==> config.mk <==
export PLATFORM = sky130hd
export DESIGN_NAME = task_switch_seq
export DESIGN_NICKNAME = d
export VERILOG_FILES = /design/src/rtl/tsw_pkg.sv /design/src/rtl/tsw_check.sv /design/src/rtl/tsw_image.sv /design/src/rtl/tsw_fsm.sv /design/src/rtl/task_switch_seq.sv
export SDC_FILE = /design/constraint.sdc
export NUM_CORES = 1
export LEC_CHECK = 0
export ABC_AREA = 1
export BUFFER_PORTS_ARGS = -buffer_cell sky130_fd_sc_hd__buf_4
export CAP_MARGIN = 30
export CORE_MARGIN = 3
export CORE_UTILIZATION = 25
export DETAILED_ROUTE_END_ITERATION = 7
export GPL_TIMING_DRIVEN = 0
export HOLD_SLACK_MARGIN = 0.12
export SLEW_MARGIN = 10
export SYNTH_ARGS = -nofsm -noshare
export SYNTH_HDL_FRONTEND = slang
export SYNTH_SLANG_ARGS = --single-unit
export TNS_END_PERCENT = 100
==> constraint.sdc <==
create_clock -name clk -period 2.4 [get_ports clk]
set_input_delay 0.36 -clock clk [delete_from_list [all_inputs] [get_ports clk]]
set_output_delay 0.36 -clock clk [all_outputs]
set_load 0.01 [all_outputs]
==> src/rtl/tsw_pkg.sv <==
package tsw_pkg;

  typedef enum logic [2:0] {
    CS_JMP   = 3'd0,
    CS_CALL  = 3'd1,
    CS_IRET  = 3'd2,
    CS_SWINT = 3'd3,
    CS_EXT   = 3'd4
  } cause_e;

  typedef enum logic [1:0] {
    FT_NONE = 2'd0,
    FT_GP   = 2'd1,
    FT_TASK = 2'd2,
    FT_BUSY = 2'd3
  } fault_e;

  typedef enum logic [3:0] {
    ST_IDLE,
    ST_LINK_RD,
    ST_SAVE,
    ST_TR,
    ST_LINK_WR,
    ST_LOAD,
    ST_FLAG_OLD,
    ST_FLAG_NEW
  } state_e;

  function automatic logic is_return(input logic [2:0] c);
    return c == CS_IRET;
  endfunction

  // call, software interrupt, exception/interrupt (codes above 4 act as 4)
  function automatic logic nests(input logic [2:0] c);
    return (c == CS_CALL) || (c == CS_SWINT) || (c >= CS_EXT);
  endfunction

  function automatic logic drops_old_busy(input logic [2:0] c);
    return (c == CS_JMP) || (c == CS_IRET);
  endfunction

  function automatic logic priv_denied(input logic [2:0] c, input logic [1:0] cpl,
                                       input logic [1:0] rpl, input logic [1:0] dpl);
    if (c == CS_JMP || c == CS_CALL) return (cpl > dpl) || (rpl > dpl);
    if (c == CS_SWINT)               return dpl < cpl;
    return 1'b0;
  endfunction

  function automatic logic busy_wrong(input logic [2:0] c, input logic busy);
    return is_return(c) ? !busy : busy;
  endfunction

endpackage

==> src/rtl/tsw_check.sv <==
module tsw_check
  import tsw_pkg::*;
#(
  parameter int          LW        = 20,
  parameter int unsigned MIN_LIMIT = 32'h67
) (
  input  logic [2:0]    cause_i,
  input  logic [1:0]    cpl_i,
  input  logic [1:0]    rpl_i,
  input  logic [1:0]    dpl_i,
  input  logic          present_i,
  input  logic [LW-1:0] limit_i,
  input  logic          busy_i,
  output logic [1:0]    code_o
);
  logic limit_ok;
  assign limit_ok = 32'(limit_i) >= MIN_LIMIT;

  // priority: privilege, then descriptor validity, then busy state
  always_comb begin
    if (priv_denied(cause_i, cpl_i, rpl_i, dpl_i)) code_o = FT_GP;
    else if (!present_i || !limit_ok)              code_o = FT_TASK;
    else if (busy_wrong(cause_i, busy_i))          code_o = FT_BUSY;
    else                                           code_o = FT_NONE;
  end
endmodule

==> src/rtl/tsw_image.sv <==
module tsw_image #(
  parameter int DW        = 32,
  parameter int NREGS     = 8,
  parameter int IW        = 3,
  parameter int FLAGS_IDX = 0,
  parameter int NT_BIT    = 14
) (
  input  logic                clk,
  input  logic                rst_n,
  input  logic                ext_we_i,
  input  logic [IW-1:0]       ext_idx_i,
  input  logic [DW-1:0]       ext_data_i,
  input  logic                ld_we_i,
  input  logic [IW-1:0]       ld_idx_i,
  input  logic [DW-1:0]       ld_data_i,
  input  logic                nt_set_i,
  input  logic [IW-1:0]       sv_idx_i,
  input  logic                nt_clr_i,
  output logic [DW-1:0]       sv_word_o,
  output logic [NREGS*DW-1:0] img_o
);
  logic [DW-1:0] img_q [NREGS];

  function automatic logic [DW-1:0] nt_force(input logic [DW-1:0] w, input logic on,
                                             input logic val);
    logic [DW-1:0] r;
    r = w;
    if (on) r[NT_BIT] = val;
    return r;
  endfunction

  logic ld_is_flags, sv_is_flags;
  assign ld_is_flags = ld_idx_i == IW'(FLAGS_IDX);
  assign sv_is_flags = sv_idx_i == IW'(FLAGS_IDX);

  assign sv_word_o = nt_force(img_q[sv_idx_i], sv_is_flags && nt_clr_i, 1'b0);

  always_ff @(posedge clk or negedge rst_n) begin
    if (!rst_n) begin
      for (int k = 0; k < NREGS; k++) img_q[k] <= '0;
    end else if (ld_we_i) begin
      img_q[ld_idx_i] <= nt_force(ld_data_i, ld_is_flags && nt_set_i, 1'b1);
    end else if (ext_we_i) begin
      img_q[ext_idx_i] <= ext_data_i;
    end
  end

  genvar g;
  generate
    for (g = 0; g < NREGS; g++) begin : g_flat
      assign img_o[g*DW +: DW] = img_q[g];
    end
  endgenerate

  assert_nt_forced_R12: assert property (@(posedge clk) disable iff (!rst_n)
    ld_we_i && ld_is_flags && nt_set_i |=> img_o[FLAGS_IDX*DW + NT_BIT]);

  assert_ld_only_R9: assert property (@(posedge clk) disable iff (!rst_n)
    !(ld_we_i && ext_we_i));
endmodule

==> src/rtl/tsw_fsm.sv <==
module tsw_fsm
  import tsw_pkg::*;
#(
  parameter int             DW          = 32,
  parameter int             AW          = 16,
  parameter int             SW          = 16,
  parameter int             NREGS       = 8,
  parameter int             IW          = 3,
  parameter logic [SW-1:0]  TR_RST_SEL  = '0,
  parameter logic [AW-1:0]  TR_RST_BASE = '0
) (
  input  logic          clk,
  input  logic          rst_n,
  input  logic          start_i,
  input  logic [2:0]    cause_i,
  input  logic [SW-1:0] sel_i,
  input  logic [AW-1:0] base_i,
  input  logic [1:0]    fcode_i,
  output logic [SW-1:0] tr_sel_o,
  output logic [AW-1:0] tr_base_o,
  output logic          active_o,
  output logic          done_o,
  output logic          fault_o,
  output logic [1:0]    fault_code_o,
  output logic          mem_req_o,
  output logic          mem_we_o,
  output logic [AW-1:0] mem_addr_o,
  output logic [DW-1:0] mem_wdata_o,
  input  logic          mem_ack_i,
  input  logic [DW-1:0] mem_rdata_i,
  output logic          flag_we_o,
  output logic [SW-1:0] flag_sel_o,
  output logic          flag_val_o,
  output logic          ld_we_o,
  output logic [IW-1:0] idx_o,
  output logic          nt_clr_o,
  output logic          nt_set_o,
  input  logic [DW-1:0] sv_word_i
);
  state_e        st_q;
  logic [IW-1:0] cnt_q;
  logic [2:0]    cause_q;
  logic [SW-1:0] nsel_q, osel_q;
  logic [AW-1:0] nbase_q;

  logic accept, xfer, last;
  assign accept = start_i && (st_q == ST_IDLE);
  assign xfer   = mem_req_o && mem_ack_i;
  assign last   = cnt_q == IW'(NREGS - 1);

  function automatic logic [AW-1:0] word_addr(input logic [AW-1:0] b, input logic [IW-1:0] i);
    return b + AW'(i) + AW'(1);
  endfunction

  assign active_o = st_q != ST_IDLE;
  assign idx_o    = cnt_q;
  assign ld_we_o  = (st_q == ST_LOAD) && xfer;
  assign nt_clr_o = is_return(cause_q);
  assign nt_set_o = nests(cause_q);

  always_comb begin
    mem_req_o   = 1'b0;
    mem_we_o    = 1'b0;
    mem_addr_o  = '0;
    mem_wdata_o = '0;
    flag_we_o   = 1'b0;
    flag_sel_o  = '0;
    flag_val_o  = 1'b0;
    case (st_q)
      ST_LINK_RD: begin
        mem_req_o  = 1'b1;
        mem_addr_o = tr_base_o;
      end
      ST_SAVE: begin
        mem_req_o   = 1'b1;
        mem_we_o    = 1'b1;
        mem_addr_o  = word_addr(tr_base_o, cnt_q);
        mem_wdata_o = sv_word_i;
      end
      ST_LINK_WR: begin
        mem_req_o   = 1'b1;
        mem_we_o    = 1'b1;
        mem_addr_o  = nbase_q;
        mem_wdata_o = DW'(osel_q);
      end
      ST_LOAD: begin
        mem_req_o  = 1'b1;
        mem_addr_o = word_addr(nbase_q, cnt_q);
      end
      ST_FLAG_OLD: begin
        flag_we_o  = drops_old_busy(cause_q);
        flag_sel_o = osel_q;
        flag_val_o = 1'b0;
      end
      ST_FLAG_NEW: begin
        flag_we_o  = !is_return(cause_q);
        flag_sel_o = nsel_q;
        flag_val_o = 1'b1;
      end
      default: ;
    endcase
  end

  always_ff @(posedge clk or negedge rst_n) begin
    if (!rst_n) begin
      st_q         <= ST_IDLE;
      cnt_q        <= '0;
      cause_q      <= '0;
      nsel_q       <= '0;
      osel_q       <= '0;
      nbase_q      <= '0;
      tr_sel_o     <= TR_RST_SEL;
      tr_base_o    <= TR_RST_BASE;
      done_o       <= 1'b0;
      fault_o      <= 1'b0;
      fault_code_o <= '0;
    end else begin
      done_o  <= 1'b0;
      fault_o <= 1'b0;
      case (st_q)
        ST_IDLE: if (accept) begin
          if (fcode_i != FT_NONE) begin
            fault_o      <= 1'b1;
            fault_code_o <= fcode_i;
          end else begin
            cause_q <= cause_i;
            nsel_q  <= sel_i;
            nbase_q <= base_i;
            osel_q  <= tr_sel_o;
            cnt_q   <= '0;
            st_q    <= is_return(cause_i) ? ST_LINK_RD : ST_SAVE;
          end
        end
        ST_LINK_RD: if (xfer) begin
          nsel_q <= mem_rdata_i[SW-1:0];
          st_q   <= ST_SAVE;
        end
        ST_SAVE: if (xfer) begin
          cnt_q <= last ? '0 : cnt_q + 1'b1;
          if (last) st_q <= ST_TR;
        end
        ST_TR: begin
          tr_sel_o  <= nsel_q;
          tr_base_o <= nbase_q;
          st_q      <= nests(cause_q) ? ST_LINK_WR : ST_LOAD;
        end
        ST_LINK_WR: if (xfer) st_q <= ST_LOAD;
        ST_LOAD: if (xfer) begin
          cnt_q <= last ? '0 : cnt_q + 1'b1;
          if (last) st_q <= ST_FLAG_OLD;
        end
        ST_FLAG_OLD: st_q <= ST_FLAG_NEW;
        ST_FLAG_NEW: begin
          done_o <= 1'b1;
          st_q   <= ST_IDLE;
        end
        default: st_q <= ST_IDLE;
      endcase
    end
  end

  assert_hold_access_R6: assert property (@(posedge clk) disable iff (!rst_n)
    mem_req_o && !mem_ack_i |=> mem_req_o && $stable(mem_addr_o) && $stable(mem_we_o));

  assert_fault_quiet_R5: assert property (@(posedge clk) disable iff (!rst_n)
    fault_o |-> !mem_req_o && !flag_we_o && !active_o);

  assert_gp_cause_R2: assert property (@(posedge clk) disable iff (!rst_n)
    fault_o && fault_code_o == FT_GP |->
      $past(cause_i) != CS_IRET && $past(cause_i) != CS_EXT);

  assert_done_single_R14: assert property (@(posedge clk) disable iff (!rst_n)
    done_o |=> !done_o);

  assert_new_set_sel_R10: assert property (@(posedge clk) disable iff (!rst_n)
    flag_we_o && flag_val_o |-> flag_sel_o == tr_sel_o);
endmodule

==> src/rtl/task_switch_seq.sv <==
module task_switch_seq
  import tsw_pkg::*;
#(
  parameter int             DW          = 32,
  parameter int             AW          = 16,
  parameter int             SW          = 16,
  parameter int             LW          = 20,
  parameter int             NREGS       = 8,
  parameter int             FLAGS_IDX   = 0,
  parameter int             NT_BIT      = 14,
  parameter int unsigned    MIN_LIMIT   = 32'h67,
  parameter logic [SW-1:0]  TR_RST_SEL  = 16'h0010,
  parameter logic [AW-1:0]  TR_RST_BASE = 16'h0040,
  localparam int            IW          = $clog2(NREGS)
) (
  input  logic                clk,
  input  logic                rst_n,
  input  logic                start_i,
  input  logic [2:0]          cause_i,
  input  logic [SW-1:0]       sel_i,
  input  logic [AW-1:0]       base_i,
  input  logic [1:0]          dpl_i,
  input  logic                present_i,
  input  logic [LW-1:0]       limit_i,
  input  logic                busy_i,
  input  logic [1:0]          cpl_i,
  input  logic                img_we_i,
  input  logic [IW-1:0]       img_idx_i,
  input  logic [DW-1:0]       img_wdata_i,
  output logic [NREGS*DW-1:0] img_o,
  output logic [SW-1:0]       tr_sel_o,
  output logic [AW-1:0]       tr_base_o,
  output logic                active_o,
  output logic                done_o,
  output logic                fault_o,
  output logic [1:0]          fault_code_o,
  output logic                mem_req_o,
  output logic                mem_we_o,
  output logic [AW-1:0]       mem_addr_o,
  output logic [DW-1:0]       mem_wdata_o,
  input  logic                mem_ack_i,
  input  logic [DW-1:0]       mem_rdata_i,
  output logic                flag_we_o,
  output logic [SW-1:0]       flag_sel_o,
  output logic                flag_val_o
);
  logic [1:0]    fcode;
  logic          ld_we, nt_clr, nt_set;
  logic [IW-1:0] idx;
  logic [DW-1:0] sv_word;

  tsw_check #(.LW(LW), .MIN_LIMIT(MIN_LIMIT)) u_check (
    .cause_i(cause_i), .cpl_i(cpl_i), .rpl_i(sel_i[1:0]), .dpl_i(dpl_i),
    .present_i(present_i), .limit_i(limit_i), .busy_i(busy_i), .code_o(fcode)
  );

  tsw_fsm #(.DW(DW), .AW(AW), .SW(SW), .NREGS(NREGS), .IW(IW),
            .TR_RST_SEL(TR_RST_SEL), .TR_RST_BASE(TR_RST_BASE)) u_fsm (
    .clk(clk), .rst_n(rst_n), .start_i(start_i), .cause_i(cause_i),
    .sel_i(sel_i), .base_i(base_i), .fcode_i(fcode),
    .tr_sel_o(tr_sel_o), .tr_base_o(tr_base_o), .active_o(active_o),
    .done_o(done_o), .fault_o(fault_o), .fault_code_o(fault_code_o),
    .mem_req_o(mem_req_o), .mem_we_o(mem_we_o), .mem_addr_o(mem_addr_o),
    .mem_wdata_o(mem_wdata_o), .mem_ack_i(mem_ack_i), .mem_rdata_i(mem_rdata_i),
    .flag_we_o(flag_we_o), .flag_sel_o(flag_sel_o), .flag_val_o(flag_val_o),
    .ld_we_o(ld_we), .idx_o(idx), .nt_clr_o(nt_clr), .nt_set_o(nt_set),
    .sv_word_i(sv_word)
  );

  tsw_image #(.DW(DW), .NREGS(NREGS), .IW(IW), .FLAGS_IDX(FLAGS_IDX),
              .NT_BIT(NT_BIT)) u_image (
    .clk(clk), .rst_n(rst_n),
    .ext_we_i(img_we_i), .ext_idx_i(img_idx_i), .ext_data_i(img_wdata_i),
    .ld_we_i(ld_we), .ld_idx_i(idx), .ld_data_i(mem_rdata_i), .nt_set_i(nt_set),
    .sv_idx_i(idx), .nt_clr_i(nt_clr), .sv_word_o(sv_word), .img_o(img_o)
  );
endmodule

**Yosys cells after proc, flatten, opt, wreduce, memory -nomap -nowiden**

Index checks and enable logic that the tools add are counted.

- Bits in registers: 350
- Output and inout bits: 361

- Equal/unequal tests: 23
- Order comparisons: 9
- Bitwise gates (word level): 3
- Reduce and logical (&&, ||, !) cells: 34
- Add/subtract/negate cells: 5
- Mux-type cells: 55

Operators by type and width:

| operator | count |
|---|---|
| $bwmux 256 | 2 |
| $mux 256 | 2 |
| $demux 32 s3 | 2 |
| $mux 32 | 4 |
| $bmux 32 s3 | 1 |
| $pmux 16 s2 | 2 |
| $pmux 16 s4 | 1 |
| $pmux 32 s2 | 1 |
| $mux 16 | 3 |
| $add 16x1->16 const B | 2 |
| $add 16x3->16 | 2 |
| $mux 4 | 8 |
| $pmux 4 s7 | 1 |
| $ge 20x7->1 const B | 1 |
| $mux 1 | 18 |
| $eq 4x3->1 const B | 4 |
| $ne 2x1->1 const B | 8 |
| $eq 3x2->1 const B | 4 |
| $mux 3 | 4 |
| $logic_not 3->1 | 3 |
| $eq 4x2->1 const B | 2 |
| $ge 4x4->1 const B | 2 |
| $lt 4x1->1 const B | 2 |
| $mux 2 | 4 |
| 23 further kinds | 46 |

**Longest topological paths before layout**

- Depth after elaboration: 11
- Mapped depth: 14
- Depth with buffers taken out: 13

**Hierarchy**

A second synthesis with hierarchy kept.

- Cells, all modules: 3,074
- Area, all modules: 20,900.0 sq um

Modules (own cells, without submodules):

| module | instances | area an instance (sq um) | cells each | sequential area each (sq um) |
|---|---|---|---|---|
| tsw_image | 1 | 14,949.3 | 2,234 | 6,406.1 |
| tsw_fsm | 1 | 5,726.7 | 794 | 2,329.7 |
| tsw_check | 1 | 224.0 | 46 | 0.0 |

**Least setup slack after synthesis**

Ideal clock, no wire load.

- Kind: register -> output
- Start point: register u_fsm.cnt_q[0], in the netlist u_fsm.idx_o[0]
- End point: output port mem_addr_o[14]
- Arrival: 2.087 ns
- Buffers on the path: 1
- Stages on the path, launching flop included: 13
- Path slack: -0.047 ns
- Data required time: 2.040 ns
- Cell sequence: dfrtp_1 > buf_2 > inv_1 > ha_1 > fa_1 > inv_1 > nand2_1 > a21oi_1 > nand2_1 > nor2_1 > nand3_1 > nand3_1 > nand4_1

- Word-level cells in the longest chain between the ends: 3
- Elaborated cells on any way between the ends: 5
- Classes of those cells: add/sub (4); mux (1)

RTL lines:

| item | line | RTL |
|---|---|---|
| start: declaration | tsw_fsm.sv:41 | `logic [IW-1:0] cnt_q;` |
| start signal: assignment | tsw_fsm.sv:139 | `cnt_q <= last ? '0 : cnt_q + 1'b1;` |
| start signal: assignment | tsw_fsm.sv:149 | `cnt_q <= last ? '0 : cnt_q + 1'b1;` |
| $add 16x3->16 | tsw_fsm.sv:52 | `return b + AW'(i) + AW'(1);` |
| $add 16x1->16 | tsw_fsm.sv:52 |  |
| $pmux 16 s4 * | tsw_fsm.sv:69 | `case (st_q)` |
| end: declaration | task_switch_seq.sv:39 | `output logic [AW-1:0] mem_addr_o,` |

Every way passes the cells marked *; elsewhere a longest branch is shown, timed or not.

**Final worst setup path**

- Start point: register u_fsm.cnt_q[0], in the netlist u_fsm.idx_o[0]
- End point: output port mem_wdata_o[12]

- Word-level cells in the longest chain between the ends: 5

RTL lines:

| item | line | RTL |
|---|---|---|
| $not 3->4 (implied by the code) | tsw_image.sv:36 | `assign sv_word_o = nt_force(img_q[sv_idx_i], sv_is_flags && nt_clr_i, 1'b0);` |
| $bmux 32 s3 | tsw_image.sv:36 |  |
| $mux 32 (implied by the code) (2 in a row) | tsw_image.sv:36 |  |
| $pmux 32 s2 | tsw_fsm.sv:69 |  |
| end: declaration | task_switch_seq.sv:40 | `output logic [DW-1:0] mem_wdata_o,` |

Every way passes these cells. The select of a mux whose other input is x is not followed.

==> load_flow_metrics.sql <==
INSERT INTO impl_metrics (metric_group, metric, value, unit) VALUES
('outcome', 'status', 'finished, violations left', ''),
('outcome', 'failed_checks', 'setup timing', ''),
('global_routing', 'gr-total-overflow', '0', ''),
('drt', 'viasPerCell', '5.540', ''),
('power', 'power_per_cell_area', '1016', 'mW/mm2'),
('synthesis', 'synth_enable_flop_cells', '0', ''),
('power', 'swShare', '0.4361', ''),
('global_routing', 'grt.met2_usage', '0.4652', ''),
('cts', 'cts-buffers-inserted', '42', ''),
('cts', 'tritoncts', 'yes', ''),
('synthesis', 'yosys_warnings', '0', ''),
('placed_design', 'portBuffers', '490', ''),
('global_routing', 'groute.layer.met1.usage', '0.3633', ''),
('power', 'p_int', '16.55', 'mW'),
('setup_path', 'path_max_fanout', '10', ''),
('floorplanning', 'standard_cell_rows', '100', ''),
('sta', 'setup_ws', '-958.4', 'ps'),
('sta', 'setup-violations-final', '64', ''),
('global_routing', 'grt_util_met3', '0.1023', ''),
('setup_path', 'cpMaxStageDelayCell', 'sky130_fd_sc_hd__dfrtp_1', ''),
('sta', 'unrepaired_setup_endpoints_after_global_routing', 'yes', ''),
('global_routing', 'global_route_wire_length_before_repair', '169100', 'um'),
('finish', 'final_design_area_no_fill', '0.02888', 'mm2'),
('drt', 'drt.antenna.violating_nets', '0', ''),
('global_routing', 'grt_max_degree', '105', ''),
('floorplanning', 'die_width', '282.9', 'um'),
('synthesis', 'synth_seq_area_share', '0.4559', ''),
('synthesis', 'yosys.area.top_type_share', '0.4532', ''),
('setup_path', 'critPathMaxStageDelay', '370', 'ps'),
('setup_path', 'critical_path.most_common_cell', 'sky130_fd_sc_hd__buf_4', ''),
('sta', 'worst_slew_pin_slew', '1073', 'ps'),
('cts', 'cts_max_path_buffers', '3', ''),
('placed_design', 'place_inst', '4055', ''),
('placed_design', 'placed_area', '0.02431', 'mm2'),
('setup_path', 'crit_arrival', '3000', 'ps'),
('power', 'share_comb_of_total_power', '0.451', ''),
('finish', 'multiInputGateArea', '0.009376', 'mm2'),
('sta', 'fin_skew', '77.61', 'ps'),
('setup_path', 'critPathBufInv', '7', ''),
('synthesis', 'post_synth_main_area_contributors', 'sky130_fd_sc_hd__dfrtp_1 (45%), sky130_fd_sc_hd__nand2_1 (11%), sky130_fd_sc_hd__o22ai_1 (7.7%), sky130_fd_sc_hd__o21ai_0 (6.9%), sky130_fd_sc_hd__inv_1 (6.3%)', ''),
('global_routing', 'gr-usage-all-layers', '0.2971', ''),
('sta', 'max_clock_freq', '0.2978', 'GHz'),
('power', 'maximum_vdd_drop', '626.1', 'uV'),
('cts', 'cts_max_level', '2', ''),
('sta', 'maxSlewViolCount', '0', ''),
('drt', 'detailroute.via_count', '23820', ''),
('cts', 'cts.root.buffer_cell', 'sky130_fd_sc_hd__clkbuf_16', ''),
('power', 'leakage', '13.22', 'nW'),
('synthesis', 'synthDistinctLibCells', '45', ''),
('synthesis', 'yosys.area.top_type', 'sky130_fd_sc_hd__dfrtp_1', ''),
('finish', 'syn_to_layout_area_delta', '50.72', '%'),
('setup_path', 'cp-start-kind', 'flop', ''),
('sta', 'setup_tns', '-32320', 'ps'),
('placed_design', 'place_congestion', '1.022', ''),
('floorplanning', 'die_height', '282.9', 'um'),
('synthesis', 'synth_top_flop_cell', 'sky130_fd_sc_hd__dfrtp_1', ''),
('drt', 'detail_route.drc_violations', '0', ''),
('setup_path', 'timing.critical_path.required', '2040', 'ps'),
('global_routing', 'grt_antenna_before_repair', '8', ''),
('finish', 'filler_cell_count', '7839', ''),
('setup_path', 'critical_path.cell_chain', 'buf_6 > clkinvlp_4 > buf_4 > buf_4 > nand3_4 > inv_2 > buf_4 > nand2_1 > nand4_1 > o31ai_4 > nand2_2 > buf_4', ''),
('sta', 'worst_slew_margin_rel', '0.2848', ''),
('synthesis', 'synth_fp_nets', '2682', ''),
('power', 'seq_power_share', '0.315', ''),
('cts', 'clk_pin_slew_worst_paths', '60', 'ps'),
('synthesis', 'synth_seq_cells', '349', ''),
('drt', 'detailedRoute.firstPassIterationCount', '6', ''),
('placed_design', 'detailed_place_hpwl', '90880', 'um'),
('setup_path', 'timing.critical_path.max_delay_family', 'buffers and inverters', ''),
('finish', 'area.sequential', '0.008741', 'mm2'),
('sta', 'finalCritPeriodShare', '1.399', '');
sequential cells by signal (all words and copies together) (netlist names), 3 cells and up:
| register | count |
|---|---|
| u_fsm.nsel_q | 16 |
| u_fsm.nbase_q | 16 |
| u_fsm.tr_base_o | 16 |
| u_fsm.cause_q | 3 |
| u_image.img_o | 256 |
| u_fsm.tr_sel_o | 16 |
| u_fsm.st_q | 3 |
| u_fsm.idx_o | 3 |
| u_fsm.osel_q | 16 |
power by group through the flow:
stage / Combinational [mW] / Sequential (mW) / Clock (mW)
CTS: 12.5 / 9.16 / 6.84
detailed placement: 11.0 / 9.23 / 0
finish: 13.2 / 9.23 / 6.87
global placement: 10.8 / 9.21 / 0
floorplan: 4.45 / 9.16 / 0
global route: 14.0 / 9.37 / 7.08
layer usage:
layer  wire, um  share of wire
met5         56        0.00045
met3      16460           0.13
met2      54140           0.44
met1      45180           0.36
met4       8142          0.066
worst paths after layout:
path	startpoint	end	slack, ps	cells past startpoint
min	mem_rdata_i[28]	u_image.img_o[92]	160	3
max reg2reg	u_fsm.st_q[2]	u_image.img_o[75]	-70	10
max in group asynchronous	rst_n	u_image.img_o[24]	620	4
min in group asynchronous	rst_n	u_fsm.tr_base_o[13]	320	2
min reg2reg	u_fsm.cause_q[1]	u_fsm.cause_q[1]	470	2
max	u_fsm.idx_o[0]	mem_wdata_o[12]	-960	12
worst reg2reg max path: cells and delay by family, from the launching register on:
| kind | cells | cell delay, ps |
|---|---|---|
| AO/OA/AOI/OAI | 2 | 330 |
| buffers and inverters | 5 | 1480 |
| flip-flops | 1 | 350 |
| AND/OR/NAND/NOR | 3 | 290 |
final cells by class:
type                            count  share of cell area
Inverter                          337             0.04575
Clock buffer                       61             0.04337
Buffer                            160             0.04263
Sequential cell                   349              0.3026
Tap cell                         1020             0.04419
Multi-Input combinational cell   1686              0.3247
Antenna cell                        7           0.0006065
Timing Repair Buffer              666              0.1895
Clock inverter                     13            0.006672
metrics by stage:
stage / worst slack (ps) / power (mW) / utilization / hold slack [ps]
detailed placement: -1387 / 20.20 / 0.3233 / 335.0
CTS: -910.2 / 28.47 / 0.3742 / 124.2
global placement: -2826 / 20.03 / 0.3208 / 456.1
floorplan: 29.60 / 13.62 / - / 64.41
global route: -1003 / 30.46 / 0.3839 / 181.1
finish: -958.4 / 29.34 / 0.3841 / 157.5
cell usage after synthesis (6+ instances only):
cell                          n
sky130_fd_sc_hd__inv_1      321
sky130_fd_sc_hd__clkbuf_1    91
sky130_fd_sc_hd__nand2_1    559
sky130_fd_sc_hd__o21ai_2      6
sky130_fd_sc_hd__a21oi_1    126
sky130_fd_sc_hd__o21a_1      14
sky130_fd_sc_hd__nand4_1     15
sky130_fd_sc_hd__o211ai_1     6
sky130_fd_sc_hd__a31oi_1     21
sky130_fd_sc_hd__o221ai_1    20
sky130_fd_sc_hd__buf_2       52
sky130_fd_sc_hd__buf_1        9
sky130_fd_sc_hd__o22ai_1    236
sky130_fd_sc_hd__inv_2        9
sky130_fd_sc_hd__o21ai_0    264
sky130_fd_sc_hd__o21ai_1     11
sky130_fd_sc_hd__o2111ai_1    8
sky130_fd_sc_hd__nand3_1    136
sky130_fd_sc_hd__a22oi_1     46
sky130_fd_sc_hd__ha_1        13
sky130_fd_sc_hd__nor2_1     150
sky130_fd_sc_hd__clkinv_1     7
sky130_fd_sc_hd__dfrtp_1    347
sky130_fd_sc_hd__nor3_1      13
sky130_fd_sc_hd__buf_4        7
repair_timing:
action	CTS	global route
pin swaps	54	44
cloned	0	1
setup buffers	48	23
setup endpoints to repair	325	300
endpoints found under the hold margin	144	0
hold buffers	91	0
gates resized for setup	317	167
logic make-up (layout without fill, tap and decap cells):
logic type | after synthesis | count (layout) | share of synthesized area
AO/OA/AOI/OAI | 771 | 771 | 0.2355
XOR/XNOR | 3 | 3 | 0.001371
buffers and inverters | 499 | 1237 | 0.1034
flip-flops | 349 | 349 | 0.4559
adder cells (fa/ha/maj) | 15 | 15 | 0.01058
AND/OR/NAND/NOR | 897 | 897 | 0.1933
other | 0 | 7 | 0
(Power assumes the default switching activity.)
